[config.mk]
export PLATFORM = sky130hd
export DESIGN_NAME = pacc_pwm
export DESIGN_NICKNAME = d
export VERILOG_FILES = /design/src/rtl/pacc_pwm_pkg.sv /design/src/rtl/pacc_cfg_regs.sv /design/src/rtl/pacc_phase_acc.sv /design/src/rtl/pacc_duty_cmp.sv /design/src/rtl/pacc_pwm.sv
export SDC_FILE = /design/constraint.sdc
export NUM_CORES = 1
export LEC_CHECK = 0
export ABC_AREA = 1
export BUFFER_PORTS_ARGS = -buffer_cell sky130_fd_sc_hd__buf_2
export CORE_ASPECT_RATIO = 0.5
export CORE_MARGIN = 5
export CORE_UTILIZATION = 52
export CTS_BUF_LIST = sky130_fd_sc_hd__clkbuf_2 sky130_fd_sc_hd__clkbuf_4 sky130_fd_sc_hd__clkbuf_8
export CTS_CLUSTER_DIAMETER = 120
export DETAILED_ROUTE_END_ITERATION = 10
export GPL_TIMING_DRIVEN = 0
export HOLD_SLACK_MARGIN = 0.03
export PLACE_DENSITY = 0.78
export SETUP_SLACK_MARGIN = 0.02
export SKIP_LAST_GASP = 1
export SLEW_MARGIN = 20
export SYNTH_ARGS = -nofsm -noshare
export SYNTH_HDL_FRONTEND = slang
export SYNTH_SLANG_ARGS = --single-unit
[constraint.sdc]
create_clock -name clk -period 1.9 [get_ports clk]
set_input_delay 0.38 -clock clk [delete_from_list [all_inputs] [get_ports clk]]
set_output_delay 0.38 -clock clk [all_outputs]
set_load 0.05 [all_outputs]
[src/rtl/pacc_pwm_pkg.sv]
package pacc_pwm_pkg;
  localparam int EN_BIT  = 31;
  localparam int UPD_BIT = 30;
  localparam int INC_LSB = 8;
  localparam int THR_W   = 8;

  typedef logic [THR_W-1:0] thr_t;

  // Duty rule: output on when the phase byte reaches the threshold
  function automatic logic duty_on(input thr_t phase_byte, input thr_t thr);
    return phase_byte >= thr;
  endfunction

  // Period boundary: a stopped channel is always at a boundary
  function automatic logic at_boundary(input logic enabled, input logic carry);
    return !enabled || carry;
  endfunction
endpackage

[src/rtl/pacc_cfg_regs.sv]
module pacc_cfg_regs
  import pacc_pwm_pkg::*;
#(
  parameter int INC_W = 16
) (
  input  logic             clk,
  input  logic             rst_n,
  input  logic             wr_en,
  input  logic             wr_enable,
  input  logic             wr_update,
  input  logic [INC_W-1:0] wr_inc,
  input  thr_t             wr_thr,
  input  logic             boundary_i,
  output logic             en_o,
  output logic             upd_o,
  output logic [INC_W-1:0] sh_inc_o,
  output thr_t             sh_thr_o,
  output logic [INC_W-1:0] act_inc_o,
  output thr_t             act_thr_o,
  output logic             commit_o
);
  logic             en_q, upd_q;
  logic [INC_W-1:0] sh_inc_q, act_inc_q;
  thr_t             sh_thr_q, act_thr_q;
  logic             shadow_wr;

  assign commit_o  = upd_q && boundary_i;
  assign shadow_wr = wr_en && !upd_q;

  always_ff @(posedge clk or negedge rst_n) begin
    if (!rst_n) begin
      en_q      <= 1'b0;
      upd_q     <= 1'b0;
      sh_inc_q  <= '0;
      sh_thr_q  <= '0;
      act_inc_q <= '0;
      act_thr_q <= '0;
    end else begin
      if (wr_en) en_q <= wr_enable;
      if (commit_o) begin
        act_inc_q <= sh_inc_q;
        act_thr_q <= sh_thr_q;
        upd_q     <= 1'b0;
      end else if (shadow_wr && wr_update) begin
        upd_q <= 1'b1;
      end
      if (shadow_wr) begin
        sh_inc_q <= wr_inc;
        sh_thr_q <= wr_thr;
      end
    end
  end

  assign en_o      = en_q;
  assign upd_o     = upd_q;
  assign sh_inc_o  = sh_inc_q;
  assign sh_thr_o  = sh_thr_q;
  assign act_inc_o = act_inc_q;
  assign act_thr_o = act_thr_q;


  shadow_frozen_chk: assert property (@(posedge clk) disable iff (!rst_n)
    upd_q |=> ($stable(sh_inc_q) && $stable(sh_thr_q)));

  pending_held_chk: assert property (@(posedge clk) disable iff (!rst_n)
    (upd_q && !boundary_i) |=> upd_q);

  idle_commit_chk: assert property (@(posedge clk) disable iff (!rst_n)
    (upd_q && !en_q) |=> !upd_q);

  active_hold_chk: assert property (@(posedge clk) disable iff (!rst_n)
    !commit_o |=> ($stable(act_inc_q) && $stable(act_thr_q)));
endmodule

[src/rtl/pacc_phase_acc.sv]
module pacc_phase_acc #(
  parameter int INC_W = 16
) (
  input  logic             clk,
  input  logic             rst_n,
  input  logic             en_i,
  input  logic [INC_W-1:0] inc_i,
  output logic [INC_W-1:0] acc_o,
  output logic             wrap_o
);
  logic [INC_W-1:0] acc_q;
  logic [INC_W:0]   sum;

  assign sum    = {1'b0, acc_q} + {1'b0, inc_i};
  assign wrap_o = en_i && sum[INC_W];

  always_ff @(posedge clk or negedge rst_n) begin
    if (!rst_n)    acc_q <= '0;
    else if (en_i) acc_q <= sum[INC_W-1:0];
    else           acc_q <= '0;
  end

  assign acc_o = acc_q;


  idle_zero_chk: assert property (@(posedge clk) disable iff (!rst_n)
    !en_i |=> (acc_q == '0));

  wrap_residue_chk: assert property (@(posedge clk) disable iff (!rst_n)
    wrap_o |=> (acc_q < $past(inc_i)));
endmodule

[src/rtl/pacc_duty_cmp.sv]
module pacc_duty_cmp
  import pacc_pwm_pkg::*;
#(
  parameter int INC_W = 16
) (
  input  logic             clk,
  input  logic             rst_n,
  input  logic             en_i,
  input  logic [INC_W-1:0] acc_i,
  input  thr_t             thr_i,
  output logic             pwm_o
);
  thr_t phase_byte;

  assign phase_byte = acc_i[INC_W-1 -: THR_W];
  assign pwm_o      = en_i && duty_on(phase_byte, thr_i);


  off_low_chk: assert property (@(posedge clk) disable iff (!rst_n)
    !en_i |-> !pwm_o);

  full_on_chk: assert property (@(posedge clk) disable iff (!rst_n)
    (en_i && thr_i == '0) |-> pwm_o);
endmodule

[src/rtl/pacc_pwm.sv]
module pacc_pwm
  import pacc_pwm_pkg::*;
#(
  parameter int INC_W = 16
) (
  input  logic        clk,
  input  logic        rst_n,
  input  logic        bus_wr_en,
  input  logic [31:0] bus_wr_data,
  output logic [31:0] bus_rd_data,
  output logic        pwm_out
);
  localparam int PAD_W = UPD_BIT - INC_LSB - INC_W;

  logic             en, upd, commit, wrap, boundary;
  logic [INC_W-1:0] sh_inc, act_inc, acc;
  thr_t             sh_thr, act_thr;

  generate
    if (PAD_W > 0) begin : g_pad
      logic unused_pad;
      assign unused_pad = ^bus_wr_data[UPD_BIT-1:INC_LSB+INC_W];
    end
  endgenerate

  assign boundary = at_boundary(en, wrap);

  pacc_cfg_regs #(.INC_W(INC_W)) cfg_i (
    .clk        (clk),
    .rst_n      (rst_n),
    .wr_en      (bus_wr_en),
    .wr_enable  (bus_wr_data[EN_BIT]),
    .wr_update  (bus_wr_data[UPD_BIT]),
    .wr_inc     (bus_wr_data[INC_LSB +: INC_W]),
    .wr_thr     (bus_wr_data[THR_W-1:0]),
    .boundary_i (boundary),
    .en_o       (en),
    .upd_o      (upd),
    .sh_inc_o   (sh_inc),
    .sh_thr_o   (sh_thr),
    .act_inc_o  (act_inc),
    .act_thr_o  (act_thr),
    .commit_o   (commit)
  );

  pacc_phase_acc #(.INC_W(INC_W)) acc_i (
    .clk    (clk),
    .rst_n  (rst_n),
    .en_i   (en),
    .inc_i  (act_inc),
    .acc_o  (acc),
    .wrap_o (wrap)
  );

  pacc_duty_cmp #(.INC_W(INC_W)) cmp_i (
    .clk   (clk),
    .rst_n (rst_n),
    .en_i  (en),
    .acc_i (acc),
    .thr_i (act_thr),
    .pwm_o (pwm_out)
  );

  always_comb begin
    bus_rd_data                      = '0;
    bus_rd_data[EN_BIT]              = en;
    bus_rd_data[UPD_BIT]             = upd;
    bus_rd_data[INC_LSB +: INC_W]    = sh_inc;
    bus_rd_data[THR_W-1:0]           = sh_thr;
  end


  commit_clears_chk: assert property (@(posedge clk) disable iff (!rst_n)
    commit |=> !upd);
endmodule

# == Yosys cells after proc, flatten, opt, wreduce, memory -nomap -nowiden ==
# Index checks and enable logic that the tools add are counted.
# classes
addsub,1
magnitude_cmp,1
n_mux,3
reduce_logical,9
# ops
op,n
16-bit by 16-bit adder with 17-bit output,1
16-bit two-way mux,1
8-bit greater-or-equal comparator,1
1-bit logical AND,5
1-bit zero test,2
1-bit two-way mux,2
2-bit nonzero test,1
1-bit logical OR,1
# totals
ff_bits,66
out_inout_bits,33
wordCells,21

# == Depth between registers and ports, before layout ==
# Gate-level depths: netlist (run 1).
# depth
ltp_word,5
ltp_mapped,12
mapped_depth_nobuf,11

# == Hierarchy ==
# A second synthesis (run 1) with hierarchy kept.
# hier_totals
cells_unflattened,489
hier_area_um2,3688.5
# by_module_without_submodules
module,instances,cells_per_inst,area_per_inst_um2,seq_area_each_um2
pacc_cfg_regs,1,216,1951.9,1251.2
pacc_phase_acc,1,225,1442.6,400.4
pacc_duty_cmp,1,37,222.7,0.0
pacc_pwm,1,11,71.3,0.0

# == Worst setup path after synthesis (run 1) ==
# OpenSTA, ideal clock, no wires.
# synth_path
path_kind,reg2reg
start,"register cfg_i.act_inc_q[0], in the netlist cfg_i.act_inc_o[0]"
end,"register cfg_i.act_inc_q[0], in the netlist cfg_i.act_inc_o[0]"
setup_time_ps,118
arrival_time_ps,1697
t_required_ps,1782
setup_slack_ps,85
path_stages_with_launch,12
n_path_buf,1
cell_sequence,dfrtp_1 > ha_1 > fa_1 > nand3_1 > nand3_2 > nand2_1 > nand2_1 > nand2_2 > nand2_4 > buf_4 > nand3_1 > nand2_1
# synth_via
elab_chain_len,4
# synth_lines
element,line,text
start: declaration,pacc_cfg_regs.sv:23,"logic [INC_W-1:0] sh_inc_q, act_inc_q;"
start signal: assignment,pacc_cfg_regs.sv:41,act_inc_q <= sh_inc_q;
16-bit by 16-bit adder with 17-bit output,pacc_phase_acc.sv:14,"assign sum = {1'b0, acc_q} + {1'b0, inc_i};"
1-bit logical AND,pacc_phase_acc.sv:15,assign wrap_o = en_i && sum[INC_W];
1-bit logical OR,pacc_pwm_pkg.sv:16,return !enabled || carry;
1-bit logical AND,pacc_cfg_regs.sv:27,assign commit_o = upd_q && boundary_i;
# Every way passes these cells.
# A chain may end at the register's enable or synchronous reset.

# == Worst setup path in the final report (run 1) ==
# layout_path
start,"register acc_i.acc_q[14], in the netlist acc_i.acc_o[14]"
end,output port pwm_out
# layout_via
elab_chain_len,2
# layout_lines
element,line,text
start: declaration,pacc_phase_acc.sv:11,logic [INC_W-1:0] acc_q;
start signal: assignment,pacc_phase_acc.sv:19,else if (en_i) acc_q <= sum[INC_W-1:0];
8-bit greater-or-equal comparator,pacc_pwm_pkg.sv:11,return phase_byte >= thr;
1-bit logical AND,pacc_duty_cmp.sv:16,"assign pwm_o = en_i && duty_on(phase_byte, thr_i);"
end: declaration,pacc_pwm.sv:11,output logic pwm_out
# Every way passes these cells.

==> flow_summary_export.csv, run 1 <==
group,metric,value,unit
drt,routedWlPerCell,14.82,um
floorplan,ioPinCount,68,
synth,synth_compound_area_share,4.409,%
grt,antenna_found_initial,0,
synth,synth_top_family_by_area,"simple AND/OR/NAND/NOR gates",
sta,max_freq,459.3,MHz
sta,drv_slew,0,
finish,drive_above_1_share,29.77,%
power,ir_drop,0.8680,mV
synth,ys_ff_latch,66,
placed_design,place_area,4093,um2
grt,grt_pass1_vias,2973,
setup_path,r2r_end,"cfg_i.act_inc_o[10]$_DFFE_PN0P_",
clock_tree,cts_max_level,3,
power,power.density,1674,nW/um2
setup_path,worst_setup_path_start_kind,"register",
synth,synthXorXnorAreaFrac,0.2392,%
sta,fin_crit,2177,ps
synth,netlist_area,3661,um2
floorplan,die_x,128.7,um
grt,grt_start_max_net_pins,43,
setup_path,rr_startpoint,"cfg_i.act_inc_o[10]$_DFFE_PN0P_",
floorplan,core,6753,um2
finish,areaGrowthSynthToFinish,24.37,%
drt,drt-total-wl,9.130,mm
setup_path,end_kind,"output port",
grt,met1_usage,28.55,%
setup_path,critPathMaxFanout,2,
placed_design,portBuffers,55,
synth,synth_mux_area_share,7.382,%
worst_hold_path,hold_start,"bus_wr_data[16]",
clock_tree,root_buffer,"clkbuf_8",
synth,avgSynthCellArea,8.378,um2
clock_tree,clock_path_buffers,2,
worst_hold_path,holdPathEnd,"cfg_i.sh_inc_o[8]$_DFFE_PN0P_",
status,violations,"setup timing",
worst_hold_path,min_path_type,"in -> reg",
floorplan,design.die.area,8920,um2
drt,viasPerCell,5.031,
clock_tree,cts_buffers,9,
floorplan,floorplan.rows,21,
clock_tree,path_clk_slew,80,ps
placed_design,dp_hpwl,6.161,mm
synth,seq_area_frac_synth,45.11,%
clock_tree,clk_latency,350,ps
finish,final_nets,579,
grt,track_usage,20.11,%
placed_design,place.gp.congestion,0.8358,
clock_tree,cts_tree,"yes",
setup_path,setup.worst_path.class,"reg -> out",
drt,vias,3099,
sta,fin_crit_sh,114.6,%
floorplan,dieHeight,69.33,um
grt,met2_usage,30.16,%
finish,stdcell_area,4553,um2
flow_run,max_cap_violations,0,
placed_design,placed_cells,590,
drt,postRouteAntennaNets,0,
setup_path,arrival,1800,ps
grt,grt_pass1_wl,14.34,mm
finish,diodes,0,
drt,drc_errors,0,
synth,syn_inst,437,
synth,yosys.area_share.simple,24.27,%
worst_hold_path,worstHoldPathCells,2,
grt,grt_use_met3,5.615,%
setup_path,r2r_setup_slack,-80,ps
sta,fin_tns_setup,-1715,ps
synth,synthAdderAreaFrac,8.749,%
setup_path,critPathRequiredTime,1520,ps
setup_path,reg2reg_depth,10,
placed_design,place_ws,-103.8,ps
sta,rsz0062_at_grt,"yes",
synth,synth_warnings,0,
sta,setup_slack,-277.1,ps
grt,grt-ovfl-total,0,
status,status,"complete, but fails checks",
drt,dr.pass1.iters,4,
drt,first_iter_violations,229,
power,p_leak,2.514,nW
sta,finalSetupViolCount,24,
clock_tree,cts.sinks,66,
sta,finClkSkew,10.57,ps
sta,hold_viol_final,0,
floorplan,start_util,54.22,%
synth,synth_cell_types,27,
finish,finalNonFillerCells,616,
grt,top_usage_layer,"met2",
==> registers in the layout, summed over array words and instances, names as in the netlist <==
register / count
acc_i.acc_o: 16
cfg_i.act_inc_o: 16
cfg_i.act_thr_o: 8
cfg_i.en_o: 1
cfg_i.sh_inc_o: 16
cfg_i.sh_thr_o: 8
cfg_i.upd_o: 1
==> worst max-delay path by stage <==
stage                                                 to  slack [ps]                           start  depth (start not counted)
after CTS                                        pwm_out        -170  cfg_i.act_thr_o[5]$_DFFE_PN0P_                          9
final                                            pwm_out        -280       acc_i.acc_o[14]$_DFF_PN0_                          8
after detailed placement  cfg_i.act_thr_o[2]$_DFFE_PN0P_        -100  cfg_i.act_inc_o[0]$_DFFE_PN0P_                         11
after floorplan           cfg_i.act_inc_o[0]$_DFFE_PN0P_          80  cfg_i.act_inc_o[0]$_DFFE_PN0P_                         11
after global placement    cfg_i.act_thr_o[2]$_DFFE_PN0P_         -80  cfg_i.act_inc_o[0]$_DFFE_PN0P_                         11
after global routing                             pwm_out        -320       acc_i.acc_o[14]$_DFF_PN0_                          8
==> metrics by stage <==
| step | hold WS (ps) | total power (W) | util, % |
|---|---|---|---|
| after floorplan | 84.41 | 0.004831 | - |
| after global placement | 459.1 | 0.005545 | 60.27 |
| after detailed placement | 313.5 | 0.005655 | 60.61 |
| after CTS | 243.8 | 0.007080 | 65.04 |
| after global routing | 244.3 | 0.008187 | 67.43 |
| final | 254.0 | 0.007622 | 67.43 |
==> cells in the mapped netlist, drive strengths merged <==
cell / instances / share of area, %
a21oi: 21 / 3.0
and2: 2 / 0.34
buf: 18 / 3.5
clkbuf: 1 / 0.10
conb: 1 / 0.10
dfrtp: 66 / 45
fa: 1 / 0.55
ha: 24 / 8.2
inv: 60 / 6.2
mux2: 24 / 7.4
nand2: 145 / 15
nand3: 35 / 4.9
nand3b: 2 / 0.41
nand4: 2 / 0.34
nor2: 20 / 2.2
nor3: 3 / 0.41
o21a: 1 / 0.21
o21ai: 9 / 1.2
or2: 1 / 0.17
xnor2: 1 / 0.24
==> power by group <==
group | internal [W] | total (W) | leakage, nW | switching, W
registers | 0.00191 | 0.00238 | 0.814 | 0.000474
clock network | 0.000656 | 0.00125 | 0.108 | 0.000592
logic | 0.00152 | 0.00399 | 1.59 | 0.00247
==> per-layer routing <==
metal,part of all wire (%),routed length [um]
met2,46,4161
met3,7.2,653
met5,0,0
met1,45,4150
met4,1.8,165
==> area by class of cell <==
class                   instances  area (um2)
multi-input cells             297        1828
flip-flops and latches         66        1652
repair buffers                 66       385.4
fillers                       520        2200
clock buffers                  10       137.6
inverters                      60       225.2
well taps                      92       115.1
plain buffers                  19       140.1
clock inverters                 6       70.07
==> placed cells by master, fill, tap and decap left out, types with 2 or more instances in the layout <==
cell type  netlist  layout
nand2_1        140     137
dfrtp_1         66      66
buf_2            6      59
inv_1           60      56
nand3_1         34      33
mux2_2          24      24
a21oi_1         20      19
nor2_1          18      17
buf_4           10      17
ha_1            24      13
clkbuf_8         0      10
ha_4             0       9
o21ai_0          9       7
buf_6            2       6
conb_1           1       6
nand2_2          3       5
inv_2            0       4
nor3_1           3       3
nand2_4          2       3
inv_6            0       3
nand4_1          2       2
nand3b_1         2       2
nand3_2          1       2
nor2_2           2       2
and2_1           2       2
o21ai_1          0       2
ha_2             0       2
==> cell families (layout without fill, tap and decap cells) <==
logic type | Yosys count | after routing
AO/OA/AOI/OAI | 31 | 31
XOR/XNOR | 1 | 1
adder cells (fa/ha/maj) | 25 | 25
buffers and inverters | 79 | 161
flip-flops | 66 | 66
multiplexers | 24 | 24
other | 1 | 6
AND/OR/NAND/NOR | 210 | 210
==> worst max-delay path, stage by stage (launching register included) <==
cell and delay [ps]:
dfrtp_1 430, ha_4 310, nand2_4 60, nor2_4 120, nand4_1 120, nand3_1 130
nand2_1 50, inv_1 70, buf_6 150
==> timing repair <==
action | in CTS | in global routing
gates resized for setup | 10 | 24
hold buffers | 1 | 0
endpoints found under the setup margin | 21 | 30
pin swaps | 10 | 13
buffers inserted | 6 | 3
gates cloned | 0 | 0
hold endpoints to repair | 24 | 0
Power figures use the tool's default switching activity.
==> inputs of run 2 (changes only) <==
--- a/config.mk
+++ b/config.mk
@@ -6,7 +6,7 @@
 export NUM_CORES = 1
 export LEC_CHECK = 0
 export ABC_AREA = 1
-export BUFFER_PORTS_ARGS = -buffer_cell sky130_fd_sc_hd__buf_2
+export BUFFER_PORTS_ARGS = -buffer_cell sky130_fd_sc_hd__buf_4
 export CORE_ASPECT_RATIO = 0.5
 export CORE_MARGIN = 5
 export CORE_UTILIZATION = 52
==> flow_summary_export.csv, run 2 (synthesis results as in run 1) <==
group,metric,value,unit
status,status,"complete, but fails checks",
status,violations,"setup timing",
finish,multi_input_comb_area,1892,um2
flow_run,max_cap_violations,0,
floorplan,die_x,128.7,um
drt,viasPerCell,5.115,
drt,first_iter_violations,215,
sta,hold_viol_final,0,
placed_design,dp_hpwl,6.252,mm
grt,grt-ovfl-total,0,
power,power.density,1630,nW/um2
drt,vias,3197,
finish,drive_above_1_share,32.65,%
setup_path,critPathRequiredTime,1520,ps
sta,finClkSkew,13.35,ps
sta,fin_crit,2082,ps
placed_design,portBuffers,55,
finish,final_common_cell,"nand2_1",
floorplan,floorplan.rows,21,
clock_tree,clk_latency,340,ps
finish,final_nets,588,
setup_path,arrival,1700,ps
worst_hold_path,min_path_type,"in -> async",
finish,finalNonFillerCells,625,
clock_tree,cts_max_level,3,
sta,rsz0062_at_grt,"yes",
sta,finalSetupViolCount,25,
sta,max_freq,480.3,MHz
grt,top_usage_layer,"met2",
clock_tree,cts_tree,"yes",
setup_path,setup.worst_path.class,"reg -> out",
floorplan,design.die.area,8920,um2
setup_path,end_kind,"output port",
power,ir_drop,0.8609,mV
sta,worstMarginPinSlew,807.2,ps
clock_tree,path_clk_slew,80,ps
grt,grt_pass1_wl,14.86,mm
finish,fillers,456,
drt,postRouteAntennaNets,0,
grt,grt_pass1_vias,3054,
clock_tree,hold_buffers,0,
floorplan,ioPinCount,68,
placed_design,placed_cells,589,
finish,final_cell_mix,"nand2_1, buf_4, dfrtp_1",
clock_tree,cts.sinks,66,
grt,met2_usage,31.31,%
drt,routedWlPerCell,14.77,um
power,p_leak,2.595,nW
finish,areaGrowthSynthToFinish,30.76,%
setup_path,critPathMaxFanout,2,
placed_design,place_ws,-112.5,ps
grt,track_usage,20.61,%
drt,drt-total-wl,9.233,mm
grt,antenna_found_initial,0,
grt,met1_usage,29.19,%
grt,grt_use_met3,5.769,%
drt,drc_errors,0,
setup_path,worst_setup_path_start_kind,"register",
clock_tree,clock_path_buffers,2,
sta,setup_slack,-182.0,ps
clock_tree,root_buffer,"clkbuf_8",
setup_path,r2r_setup_slack,-70,ps
clock_tree,cts_buffers,9,
finish,seqCellArea,1652,um2
placed_design,place.gp.congestion,0.9012,
sta,fin_crit_sh,109.6,%
grt,grt_start_max_net_pins,67,
floorplan,core,6753,um2
floorplan,dieHeight,69.33,um
finish,diodes,0,
sta,drv_slew,0,
floorplan,start_util,54.22,%
drt,dr.pass1.iters,4,
sta,slew-limit-headroom,46.18,%
[run 2: path summary, 6_finish.rpt]
| check | end | start | cells past startpoint |
|---|---|---|---|
| min in group clk | cfg_i.sh_thr_o[4]$_DFFE_PN0P_ | bus_wr_data[4] | 2 |
| hold / removal | cfg_i.sh_inc_o[0]$_DFFE_PN0P_ | rst_n | 1 |
| setup reg to reg | cfg_i.act_inc_o[8]$_DFFE_PN0P_ | acc_i.acc_o[13]$_DFF_PN0_ | 11 |
| setup / recovery | pwm_out | acc_i.acc_o[15]$_DFF_PN0_ | 8 |
| max in group asynchronous | acc_i.acc_o[11]$_DFF_PN0_ | rst_n | 1 |
| hold reg to reg | cfg_i.act_inc_o[15]$_DFFE_PN0P_ | cfg_i.act_inc_o[15]$_DFFE_PN0P_ | 2 |
[run 2: cell type report]
cell class	instances	share of cell area, %
Timing Repair Buffer	75	12.10
Clock inverter	7	1.255
Multi-Input combinational cell	297	39.52
Sequential cell	66	34.50
Clock buffer	9	2.588
Inverter	60	4.705
Buffer	19	2.927
Tap cell	92	2.405
[run 2: power by group]
group	switching [W]	internal, W	total, W
Sequential	0.000475	0.00191	0.00238
Clock	0.000607	0.000495	0.00110
Combinational	0.00257	0.00175	0.00432
Total	0.00365	0.00415	0.00780
[run 2: metrics by stage]
step	total power [W]	setup TNS (ps)	utilization [%]	area, um2	hold WS, ps
2_1_floorplan	0.004831	0	-	3680	84.41
3_3_place_gp	0.005656	-1337	62.31	4208	456.9
3_5_place_dp	0.005761	-1928	62.31	4208	460.3
4_1_cts	0.007274	-149.9	68.13	4601	157.9
5_1_grt	0.008392	-3577	70.89	4787	184.0
6_report	0.007802	-683.5	70.89	4787	122.7
[run 2: layer usage]
layer / part of all wire [%] / wire, um
met3: 7.8 / 718
met2: 45 / 4142
met4: 1.6 / 152
met1: 46 / 4220
met5: 0 / 0
[run 2: timing repair]
action / 4_1_cts / 5_1_grt
gates resized for setup: 25 / 26
pin swaps: 11 / 17
gates cloned: 4 / 0
setup endpoints to repair: 23 / 31
setup buffers: 9 / 7
[run 2: worst max-delay path, cell delays in order (launching register included)]
cell and delay [ps]:
dfrtp_1 420, ha_4 300, nand2_4 60, nor2_4 100, nand4_1 110, nand3_1 100
nand2_1 50, inv_1 70, buf_6 150
==> inputs of run 3 (changes only) <==
--- a/config.mk
+++ b/config.mk
@@ -7,15 +7,16 @@
 export LEC_CHECK = 0
 export ABC_AREA = 1
 export BUFFER_PORTS_ARGS = -buffer_cell sky130_fd_sc_hd__buf_4
+export CAP_MARGIN = 20
 export CORE_ASPECT_RATIO = 0.5
 export CORE_MARGIN = 5
-export CORE_UTILIZATION = 52
+export CORE_UTILIZATION = 50
 export CTS_BUF_LIST = sky130_fd_sc_hd__clkbuf_2 sky130_fd_sc_hd__clkbuf_4 sky130_fd_sc_hd__clkbuf_8
 export CTS_CLUSTER_DIAMETER = 120
 export DETAILED_ROUTE_END_ITERATION = 10
 export GPL_TIMING_DRIVEN = 0
 export HOLD_SLACK_MARGIN = 0.03
-export PLACE_DENSITY = 0.78
+export PLACE_DENSITY = 0.72
 export SETUP_SLACK_MARGIN = 0.02
 export SKIP_LAST_GASP = 1
 export SLEW_MARGIN = 20
==> flow_summary_export.csv, run 3 (synthesis results as in run 1) <==
group,metric,value,unit
power,p_leak,2.610,nW
sta,fin_tns_setup,-183.5,ps
sta,hold_viol_final,0,
drt,drt-total-wl,8.634,mm
power,power.density,1645,nW/um2
clock_tree,clk_latency,350,ps
placed_design,place.gp.congestion,0.8632,
power,finalPower,0.007970,W
drt,postRouteAntennaNets,0,
sta,rsz0062_at_grt,"yes",
floorplan,core,7212,um2
finish,finalNonFillerCells,630,
grt,grt-ovfl-total,0,
setup_path,critPathRequiredTime,1520,ps
clock_tree,path_clk_slew,70,ps
drt,routedWlPerCell,13.70,um
finish,areaGrowthSynthToFinish,32.37,%
clock_tree,cts_tree,"yes",
sta,slew-limit-headroom,45.78,%
grt,grt_start_max_net_pins,67,
grt,track_usage,19.50,%
finish,final_common_cell,"nand2_1",
setup_path,r2r_setup_slack,40,ps
worst_hold_path,min_path_type,"in -> async",
clock_tree,hold_buffers,0,
grt,antenna_found_initial,0,
grt,grt_pass1_wl,14.03,mm
finish,final_cell_mix,"nand2_1, buf_4, dfrtp_1",
floorplan,ioPinCount,68,
drt,viasPerCell,4.813,
floorplan,start_util,50.76,%
sta,finClkSkew,5.164,ps
setup_path,r2r_end,"cfg_i.act_thr_o[7]$_DFFE_PN0P_",
status,violations,"setup timing",
clock_tree,cts_buffers,9,
drt,dr.pass1.iters,4,
floorplan,die_x,131.0,um
floorplan,floorplan.rows,22,
sta,fin_crit_sh,109.7,%
sta,fin_crit,2083,ps
finish,diodes,0,
setup_path,rr_startpoint,"acc_i.acc_o[11]$_DFF_PN0_",
floorplan,design.die.area,9237,um2
setup_path,reg2reg_depth,11,
clock_tree,cts.sinks,66,
setup_path,setup.worst_path.class,"reg -> out",
flow_run,max_cap_violations,0,
sta,setup_slack,-183.5,ps
setup_path,arrival,1700,ps
finish,final_nets,589,
sta,drv_slew,0,
placed_design,dp_hpwl,6.141,mm
finish,fillers,574,
setup_path,critPathMaxFanout,2,
placed_design,placed_cells,593,
setup_path,worst_setup_path_start_kind,"register",
sta,finalSetupViolCount,1,
sta,max_freq,480.0,MHz
drt,vias,3032,
drt,first_iter_violations,183,
sta,worstMarginPinSlew,813.3,ps
drt,drc_errors,0,
grt,grt_pass1_vias,2901,
finish,drive_above_1_share,33.15,%
floorplan,dieHeight,70.51,um
placed_design,portBuffers,55,
clock_tree,cts_max_level,3,
setup_path,end_kind,"output port",
status,status,"complete, but fails checks",
clock_tree,clock_path_buffers,2,
power,ir_drop,0.8505,mV
clock_tree,root_buffer,"clkbuf_8",
## run 3: cell types whose count changed in the layout (fill, tap and decap cells not counted), moves of 3 or more
| cell | delta |
|---|---|
| buf_4 | +3 |
| clkinvlp_4 | -3 |
| ha_2 | -3 |
| ha_4 | +4 |
## run 3: layer usage
metal / GRT usage [%] / wire (um) / vias to the layer above
li1: - / - / 1552
met1: 29.82 / 4392 / 1380
met2: 25.84 / 3576 / 84
met3: 5.348 / 504 / 16
met4: 7.640 / 161 / 0
met5: 0 / 0 / -
## run 3: repair_timing
item | in CTS | in global routing
endpoints found under the setup margin | 23 | 28
resized for setup | 17 | 32
hold endpoints to repair | 0 | 0
cloned | 2 | 0
pin swaps | 12 | 14
buffers inserted | 10 | 9
## run 3: power breakdown
part / total (W) / leakage [nW] / internal [W] / switching (W)
logic: 0.00431 / 1.69 / 0.00182 / 0.00249
clock network: 0.00124 / 0.108 / 0.000666 / 0.000573
registers: 0.00242 / 0.811 / 0.00191 / 0.000505
## run 3: area by class of cell
| cell class | instances | area (um2) | share of cell area, % |
|---|---|---|---|
| multi-input combinational | 297 | 1914 | 39.50 |
| sequential | 66 | 1654 | 34.13 |
| timing repair buffer | 76 | 585.6 | 12.08 |
| inverter | 60 | 225.2 | 4.648 |
| clock buffer | 11 | 145.1 | 2.995 |
| buffer | 19 | 140.1 | 2.892 |
| tap | 96 | 120.1 | 2.479 |
| clock inverter | 5 | 61.31 | 1.265 |
## run 3: worst max path at each step
stage / start / depth (start not counted) / slack [ps] / to
4_1_cts: acc_i.acc_o[13]$_DFF_PN0_ / 8 / -200 / pwm_out
2_1_floorplan: cfg_i.act_inc_o[0]$_DFFE_PN0P_ / 11 / 80 / cfg_i.act_inc_o[0]$_DFFE_PN0P_
3_3_place_gp: cfg_i.act_inc_o[0]$_DFFE_PN0P_ / 11 / -90 / cfg_i.act_inc_o[1]$_DFFE_PN0P_
3_5_place_dp: cfg_i.act_inc_o[0]$_DFFE_PN0P_ / 11 / -110 / cfg_i.act_thr_o[6]$_DFFE_PN0P_
6_report: acc_i.acc_o[9]$_DFF_PN0_ / 8 / -180 / pwm_out
5_1_grt: cfg_i.act_thr_o[7]$_DFFE_PN0P_ / 9 / -290 / pwm_out
## run 3: critical path: stages (launching register included)
cell	delay (ps)
dfrtp_2	440
ha_4	280
a21oi_2	50
o21ai_2	130
nand2_1	70
nand3_1	90
nand2_1	50
inv_1	80
buf_6	150
## run 3: through the flow
stage	util (%)	hold slack, ps	instance area [um2]	setup slack (ps)
CTS	63.58	153.0	4586	-200.0
finish	67.19	101.9	4846	-183.5
global placement	58.41	458.8	4213	-90.44
global route	67.19	191.4	4846	-287.0
detailed placement	58.41	462.9	4213	-113.0
floorplan	-	84.41	3680	84.97
